<file path="src/rtl/dma_cmd_decoder.sv">
module dma_cmd_decoder (
  input  logic       clk,
  input  logic       rst,
  input  logic       cs,
  input  logic       rd,
  input  logic       wr,
  input  logic [3:0] addr,
  input  logic [7:0] wdata,
  output logic [7:0] rdata,
  output logic       ch_we,
  output logic [1:0] ch_sel,
  output logic       ch_cnt,
  output logic       byte_hi,
  output logic       cmd_we,
  output logic       req_we,
  output logic       clr_regs,
  output logic [3:0] mask,
  output logic       wide_mode
);
  localparam logic [3:0] A_CMD    = 4'd8;
  localparam logic [3:0] A_REQ    = 4'd9;
  localparam logic [3:0] A_MASK   = 4'd10;
  localparam logic [3:0] A_MODE   = 4'd11;
  localparam logic [3:0] A_FF_LO  = 4'd12;
  localparam logic [3:0] A_FF_HI  = 4'd13;
  localparam logic [3:0] A_MCLR   = 4'd14;
  localparam logic [3:0] A_UNMASK = 4'd15;

  typedef enum logic [1:0] {SQ_IDLE, SQ_ARMED, SQ_SET} seq_t;

  logic       wr_acc, rd_acc, any_acc;
  logic       cmd_lo, cmd_hi, cmd_mclr, cmd_unmask;
  logic       mask_wr, ptr_clr, mode_wr, mode_rd;
  logic       wipe, ff_q, wide_q;
  seq_t       seq_q;
  logic [1:0] ptr_q;
  logic [3:0] mask_q;
  logic [5:0] mode_q [4];

  assign wr_acc     = cs & wr;
  assign rd_acc     = cs & rd & ~wr;
  assign any_acc    = wr_acc | rd_acc;

  assign cmd_lo     = any_acc && addr == A_FF_LO;
  assign cmd_hi     = any_acc && addr == A_FF_HI;
  assign cmd_mclr   = any_acc && addr == A_MCLR;
  assign cmd_unmask = any_acc && addr == A_UNMASK;
  assign mask_wr    = wr_acc && addr == A_MASK;
  assign ptr_clr    = rd_acc && addr == A_MASK;
  assign mode_wr    = wr_acc && addr == A_MODE;
  assign mode_rd    = rd_acc && addr == A_MODE;
  assign wipe       = rst | cmd_mclr;

  assign ch_we      = wr_acc & ~addr[3];
  assign ch_sel     = addr[2:1];
  assign ch_cnt     = addr[0];
  assign cmd_we     = wr_acc && addr == A_CMD;
  assign req_we     = wr_acc && addr == A_REQ;
  assign clr_regs   = wipe;
  assign byte_hi    = ff_q;
  assign mask       = mask_q;
  assign wide_mode  = wide_q;
  assign rdata      = mode_rd ? {mode_q[ptr_q], 2'b11} : 8'h00;

  always_ff @(posedge clk) begin
    if (wipe)                    ff_q <= 1'b0;
    else if (cmd_hi)             ff_q <= 1'b1;
    else if (cmd_lo)             ff_q <= 1'b0;
    else if (any_acc && !addr[3]) ff_q <= ~ff_q;
  end

  always_ff @(posedge clk) begin
    if (wipe) begin
      seq_q  <= SQ_ARMED;
      wide_q <= 1'b0;
    end else if (any_acc) begin
      if (seq_q == SQ_ARMED && cmd_hi) begin
        seq_q <= SQ_SET;
      end else if (seq_q == SQ_SET && cmd_lo) begin
        seq_q  <= SQ_IDLE;
        wide_q <= 1'b1;
      end else begin
        seq_q <= SQ_IDLE;
      end
    end
  end

  always_ff @(posedge clk) begin
    if (wipe || ptr_clr) ptr_q <= 2'd0;
    else if (mode_rd)    ptr_q <= ptr_q + 2'd1;
  end

  always_ff @(posedge clk) begin
    if (wipe)            mask_q <= 4'hF;
    else if (cmd_unmask) mask_q <= 4'h0;
    else if (mask_wr)    mask_q[wdata[1:0]] <= wdata[2];
  end

  always_ff @(posedge clk) begin
    if (rst) begin
      for (int i = 0; i < 4; i++) mode_q[i] <= 6'd0;
    end else if (mode_wr) begin
      mode_q[wdata[1:0]] <= wdata[7:2];
    end
  end

  AST_WIDE_NEEDS_SEQ: assert property (@(posedge clk) disable iff (rst)
    $rose(wide_q) |-> $past(seq_q == SQ_SET && cmd_lo));
  AST_WIDE_STICKY: assert property (@(posedge clk) disable iff (rst)
    (wide_q && !cmd_mclr) |=> wide_q);
  AST_MCLR_STATE: assert property (@(posedge clk) disable iff (rst)
    cmd_mclr |=> (mask_q == 4'hF && !wide_q && !ff_q && ptr_q == 2'd0));
  AST_UNMASK_ALL: assert property (@(posedge clk) disable iff (rst)
    (cmd_unmask && !cmd_mclr) |=> mask_q == 4'h0);
  AST_PTR_STEP: assert property (@(posedge clk) disable iff (rst)
    mode_rd |=> ptr_q == $past(ptr_q) + 2'd1);
  AST_NO_CS_HOLD: assert property (@(posedge clk) disable iff (rst)
    !cs |=> ($stable(mask_q) && $stable(ff_q) && $stable(wide_q)));
endmodule

</file>
<file path="config.mk">
export PLATFORM = sky130hd
export DESIGN_NAME = dma_cmd_decoder
export DESIGN_NICKNAME = d
export VERILOG_FILES = /design/src/rtl/dma_cmd_decoder.sv
export SDC_FILE = /design/constraint.sdc
export NUM_CORES = 1
export LEC_CHECK = 0
export ABC_AREA = 1
export CORE_MARGIN = 2
export CORE_UTILIZATION = 53
export CTS_BUF_LIST = sky130_fd_sc_hd__clkbuf_4 sky130_fd_sc_hd__clkbuf_8
export DETAILED_ROUTE_END_ITERATION = 12
export PLACE_DENSITY_LB_ADDON = 0.15
export SETUP_SLACK_MARGIN = 0.15
export SKIP_LAST_GASP = 1
export SLEW_MARGIN = 0
export SYNTH_ARGS = -nofsm -noshare
export SYNTH_HDL_FRONTEND = slang
export SYNTH_SLANG_ARGS = --single-unit
</file>
<file path="constraint.sdc">
create_clock -name clk -period 1.8 [get_ports clk]
set_input_delay 0.36 -clock clk [delete_from_list [all_inputs] [get_ports clk]]
set_output_delay 0.36 -clock clk [all_outputs]
set_load 0.02 [all_outputs]
</file>
* Yosys cells after proc, flatten, opt, wreduce, memory -nomap -nowiden
Memory sizes are Yosys's and may differ from the RTL's. A register that Yosys moved wholly into a read port is not among the register bits.
Cells that the tools add are included.
** Word-level totals
- Input bits :: 17
- Bits in writable memories :: 24
- Flip-flop bits (word level) :: 10
- Logic and storage cells :: 69
- Memories :: 1
- Output and inout bits :: 21
** Operators by class
- Equal/unequal tests :: 10
- Bitwise operators :: 10
- Muxes and demuxes :: 20
- Add/subtract/negate cells :: 1
- Magnitude comparators :: 2
- Reduce and logical (&&, ||, !) cells :: 20
** Memories
- mode_q :: words 4, width 6, read ports 1, clocked after Yosys merged registers in 1, wr ports 4, line 38 : logic [5:0] mode_q [4];
** Operators by type and width (count)
- equality test 4 bit, second input constant :: 8
- logical AND 1 bit :: 14
- two-way mux 1 bit :: 10
- two-way mux 2 bit :: 4
- two-way mux 4 bit :: 2
- two-way mux 8 bit :: 1
- two-way mux 6 bit :: 1
- OR reduction 6 bit :: 1
- bitwise AND 1 bit :: 4
- bitwise mux 4 bit :: 1
- inverter 1 bit :: 4
- less-than comparator 2 x 3 -> 1 bit, second input constant :: 1
- AND reduction 3 bit :: 1
- nonzero test 3 bit :: 1
- adder 2 x 1 -> 2 bit, second input constant :: 1
- demux 1 bit (select 2 bit) :: 1
- equality test 2 x 1 -> 1 bit, second input constant :: 1
- equality test 2 bit, second input constant :: 1
- greater-or-equal comparator 2 x 1 -> 1 bit, second input constant :: 1
- bitwise OR 1 bit :: 2
- nonzero test 2 bit :: 1
- logical NOT 1 bit :: 1
- logical OR 1 bit :: 1

* Depth between registers and ports, before layout
- Word-level depth :: 7
- Gate-level depth with buffers :: 8
- Depth with buffers taken out :: 8

* Least setup slack after synthesis
No wires, ideal clock.
- Kind :: input-to-reg
- From :: in wr
- To :: mem mode_q[2][0], enable pin
- Data arrival time :: 1.163 ns
- Cell stages on the path :: 4
- Buffers on the path :: 0
- Library setup time :: 0.377 ns
- Data required time :: 1.423 ns
- Path slack :: 0.260 ns
- Path through :: nand2_2 -> nor2_4 -> nand2_4 -> o21ai_0
** RTL lines
- start: declaration :: line 6 : input logic wr,
- end: declaration :: line 38

==> metrics.txt <==
synthesis-to-finish area growth 40.01%; worst r2r path cells 4; Slew @ Worst Pin 0.2715 ns; CP Cell Sequence buf_4 > nor2_1 > nor2_1 > o21ai_2 > a21oi_2 > buf_4; synth unique cells 23; Reg-to-Reg Start ptr_q[0]; CP max stage cell dfxtp_2; number of DRC markers in iteration 0 69; clock slew at reported path FFs 0.11 ns; Pleak 1.221 nW; crit-path max FO 4; DP HPWL 3.275 mm; period utilization 96.85%; syn avg cell area 8.362 um^2; # H-tree levels 2; r2r setup slk 0.98 ns; pin count of the biggest net entering global routing 13; Ant. Diodes 0; Synth area leaders edfxtp_1 38%, dfxtp_1 13%, nor2_1 11%; via count 1,704; DR pass1 iterations 4; Die Wd 63.45 um; total power 1.599 mW; Fin Setup TNS 0 ns; minimum clock period 1.743 ns; CTS tree built; Bufs on Longest Clock Path 2; DR WL/cell 13.18 um; Final GP Congestion 0.8242; CTS root buf clkbuf_4; Core Area 0.003363 mm^2; Initial Utilization 55.69%; hold_ws 0.4685 ns; outcome finished, final reports clean; nets 314; Synth top area share 38.48%; Max stage delay on crit path 0.37 ns; # rows 21; Setup Crit Path Kind reg2out; flop and latch count out of synthesis 36; first-pass GRT wire length 7.348 mm; worst hold-check path type reg2reg; total CTS buffers 5; layout cells sized above 1 31.21%; # setup viols final 0; Routed WL 4.535 mm; cell taking the most area after synthesis edfxtp_1; Worst Path Required 1.44 ns; Routed Antenna Nets 0; # IOs 38; Post-Syn Instances 224; Residual DRC 0; final core occ 77.98%; fin. max-slew vios 0; Hold Vio Cnt, Final 0; critical path data arrival time 1.38 ns; Mapped Nets 241; skew final 0.0008740 ns; peak supply drop 453.8 uV; die height 63.45 um; initial antenna violation count 0; MaxCap Viol Count 0; synthesized area 0.001873 mm^2; vias in the first global route 1,695; total track usage 23.73%; Seq/Total Area, Yosys 51.30%; die area 0.004025 mm^2; Startpoint Class register; f_max 0.5736 GHz; latest clock arrival within the worst-skew pair 0.34 ns; GR Overflow Total 0; IO buf count 37; Setup crit end rdata[4]; RSZ-0062 raised after global routing yes; CP endpoint kind output port; clock net sink count 36; vias per inst 4.953; Cell Pwr Density 609.9 mW/mm^2; Worst slew margin 81.83%; Synth Warn # 0
==> cells by family (layout without fill, tap and decap cells) <==
| kind of cell | after synthesis | after routing | synth area share (%) |
|---|---|---|---|
| AND/OR/NAND/NOR | 121 | 121 | 31.60 |
| buffers and inverters | 37 | 111 | 8.617 |
| flip-flops | 36 | 36 | 51.30 |
| AO/OA/AOI/OAI | 29 | 29 | 8.016 |
| XOR/XNOR | 1 | 1 | 0.4677 |
==> state kept, by name (all words and copies together), names as in the netlist, named ones only <==
name and count:
seq_q 2, ptr_q 2, byte_hi 1, wide_mode 1
mask 4, mode_q 24
==> what timing repair did <==
action | in CTS | in global routing
hold endpoints to repair | 0 | 0
hold buffers | 0 | 0
endpoints found under the setup margin | 33 | 8
pin swaps | 7 | 6
setup buffers | 2 | 0
gates resized for setup | 92 | 14
==> critical path: cells and delay by family, from the launching register on <==
| kind | cells | cell delay, ns |
|---|---|---|
| buffers and inverters | 2 | 0.28 |
| and+or+nand+nor | 2 | 0.15 |
| DFF | 1 | 0.37 |
| AOI/OAI and AO/OA | 2 | 0.23 |
==> worst min-delay path by stage <==
stage / start / to / slack (ns) / cells past startpoint
after floorplan: seq_q[0] / seq_q[0] / 0.47 / 2
after global placement: wide_mode / wide_mode / 0.44 / 2
after detailed placement: mask[0] / mask[0] / 0.45 / 2
after CTS: mask[0] / mask[0] / 0.48 / 2
after global routing: mask[0] / mask[0] / 0.49 / 2
final: wide_mode / wide_mode / 0.47 / 2
==> placed cells by master, fill, tap and decap left out, types with 2 or more instances in the layout <==
cell type / netlist / routed
nand2_4: 6 / 6
o21ai_2: 0 / 5
clkdlybuf4s50_1: 0 / 10
nand2_1: 33 / 31
dfxtp_1: 12 / 11
a21oi_1: 9 / 4
o21a_1: 2 / 2
a21oi_2: 0 / 5
buf_6: 0 / 4
nand4_1: 5 / 5
o21ai_0: 18 / 6
buf_2: 1 / 3
o21ai_1: 0 / 7
buf_4: 5 / 39
nand2_2: 4 / 6
nor3_2: 3 / 3
inv_2: 1 / 2
clkinv_2: 0 / 2
clkbuf_4: 0 / 5
nor2_1: 57 / 53
nor2_2: 0 / 3
dlygate4sd2_1: 0 / 15
nand3_1: 8 / 8
nor2_4: 2 / 3
inv_1: 28 / 27
edfxtp_1: 24 / 24
==> power breakdown <==
| part | switching, mW | internal, mW | total [mW] |
|---|---|---|---|
| clock | 0.289 | 0.150 | 0.438 |
| sequential | 0.0139 | 0.913 | 0.926 |
| combinational | 0.130 | 0.104 | 0.235 |
| total | 0.432 | 1.17 | 1.60 |
==> through the flow <==
stage / instance area, um^2 / std cells / setup slack (ns)
floorplan: 1873 / 224 / 0.2596
global placement: 2522 / 334 / -0.5526
detailed placement: 2522 / 334 / -0.6256
CTS: 2600 / 344 / 0.02580
global route: 2623 / 344 / -0.02746
finish: 2623 / 344 / 0.05677
==> cells in the mapped netlist <==
library cell  number
nand3_1            8
inv_2              1
nand3b_1           1
inv_4              1
a21oi_1            9
nand4_1            5
nand3_2            1
nor2_1            57
nand2_1           33
buf_4              5
clkbuf_1           1
xnor2_1            1
nand2_2            4
buf_2              1
nor2_8             1
nor2_4             2
nand2_4            6
nor3_2             3
dfxtp_1           12
o21ai_0           18
o21a_1             2
edfxtp_1          24
inv_1             28
==> metal layers <==
metal / wire length (um) / vias to the layer above / GRT usage (%)
met5: 0 / - / 0
met4: 131 / 0 / 12.23
met3: 205 / 16 / 4.643
met2: 2223 / 53 / 38.68
met1: 1974 / 769 / 29.92
li1: - / 866 / -
==> layout make-up <==
class / instances / area, um^2
Clock buffer: 5 / 37.54
Clock inverter: 3 / 18.77
Fill cell: 244 / 740.7
Inverter: 30 / 115.1
Multi-Input combinational cell: 151 / 815.8
Sequential cell: 36 / 962.2
Tap cell: 46 / 57.56
Timing Repair Buffer: 73 / 615.6
(Power assumes the default switching activity.)
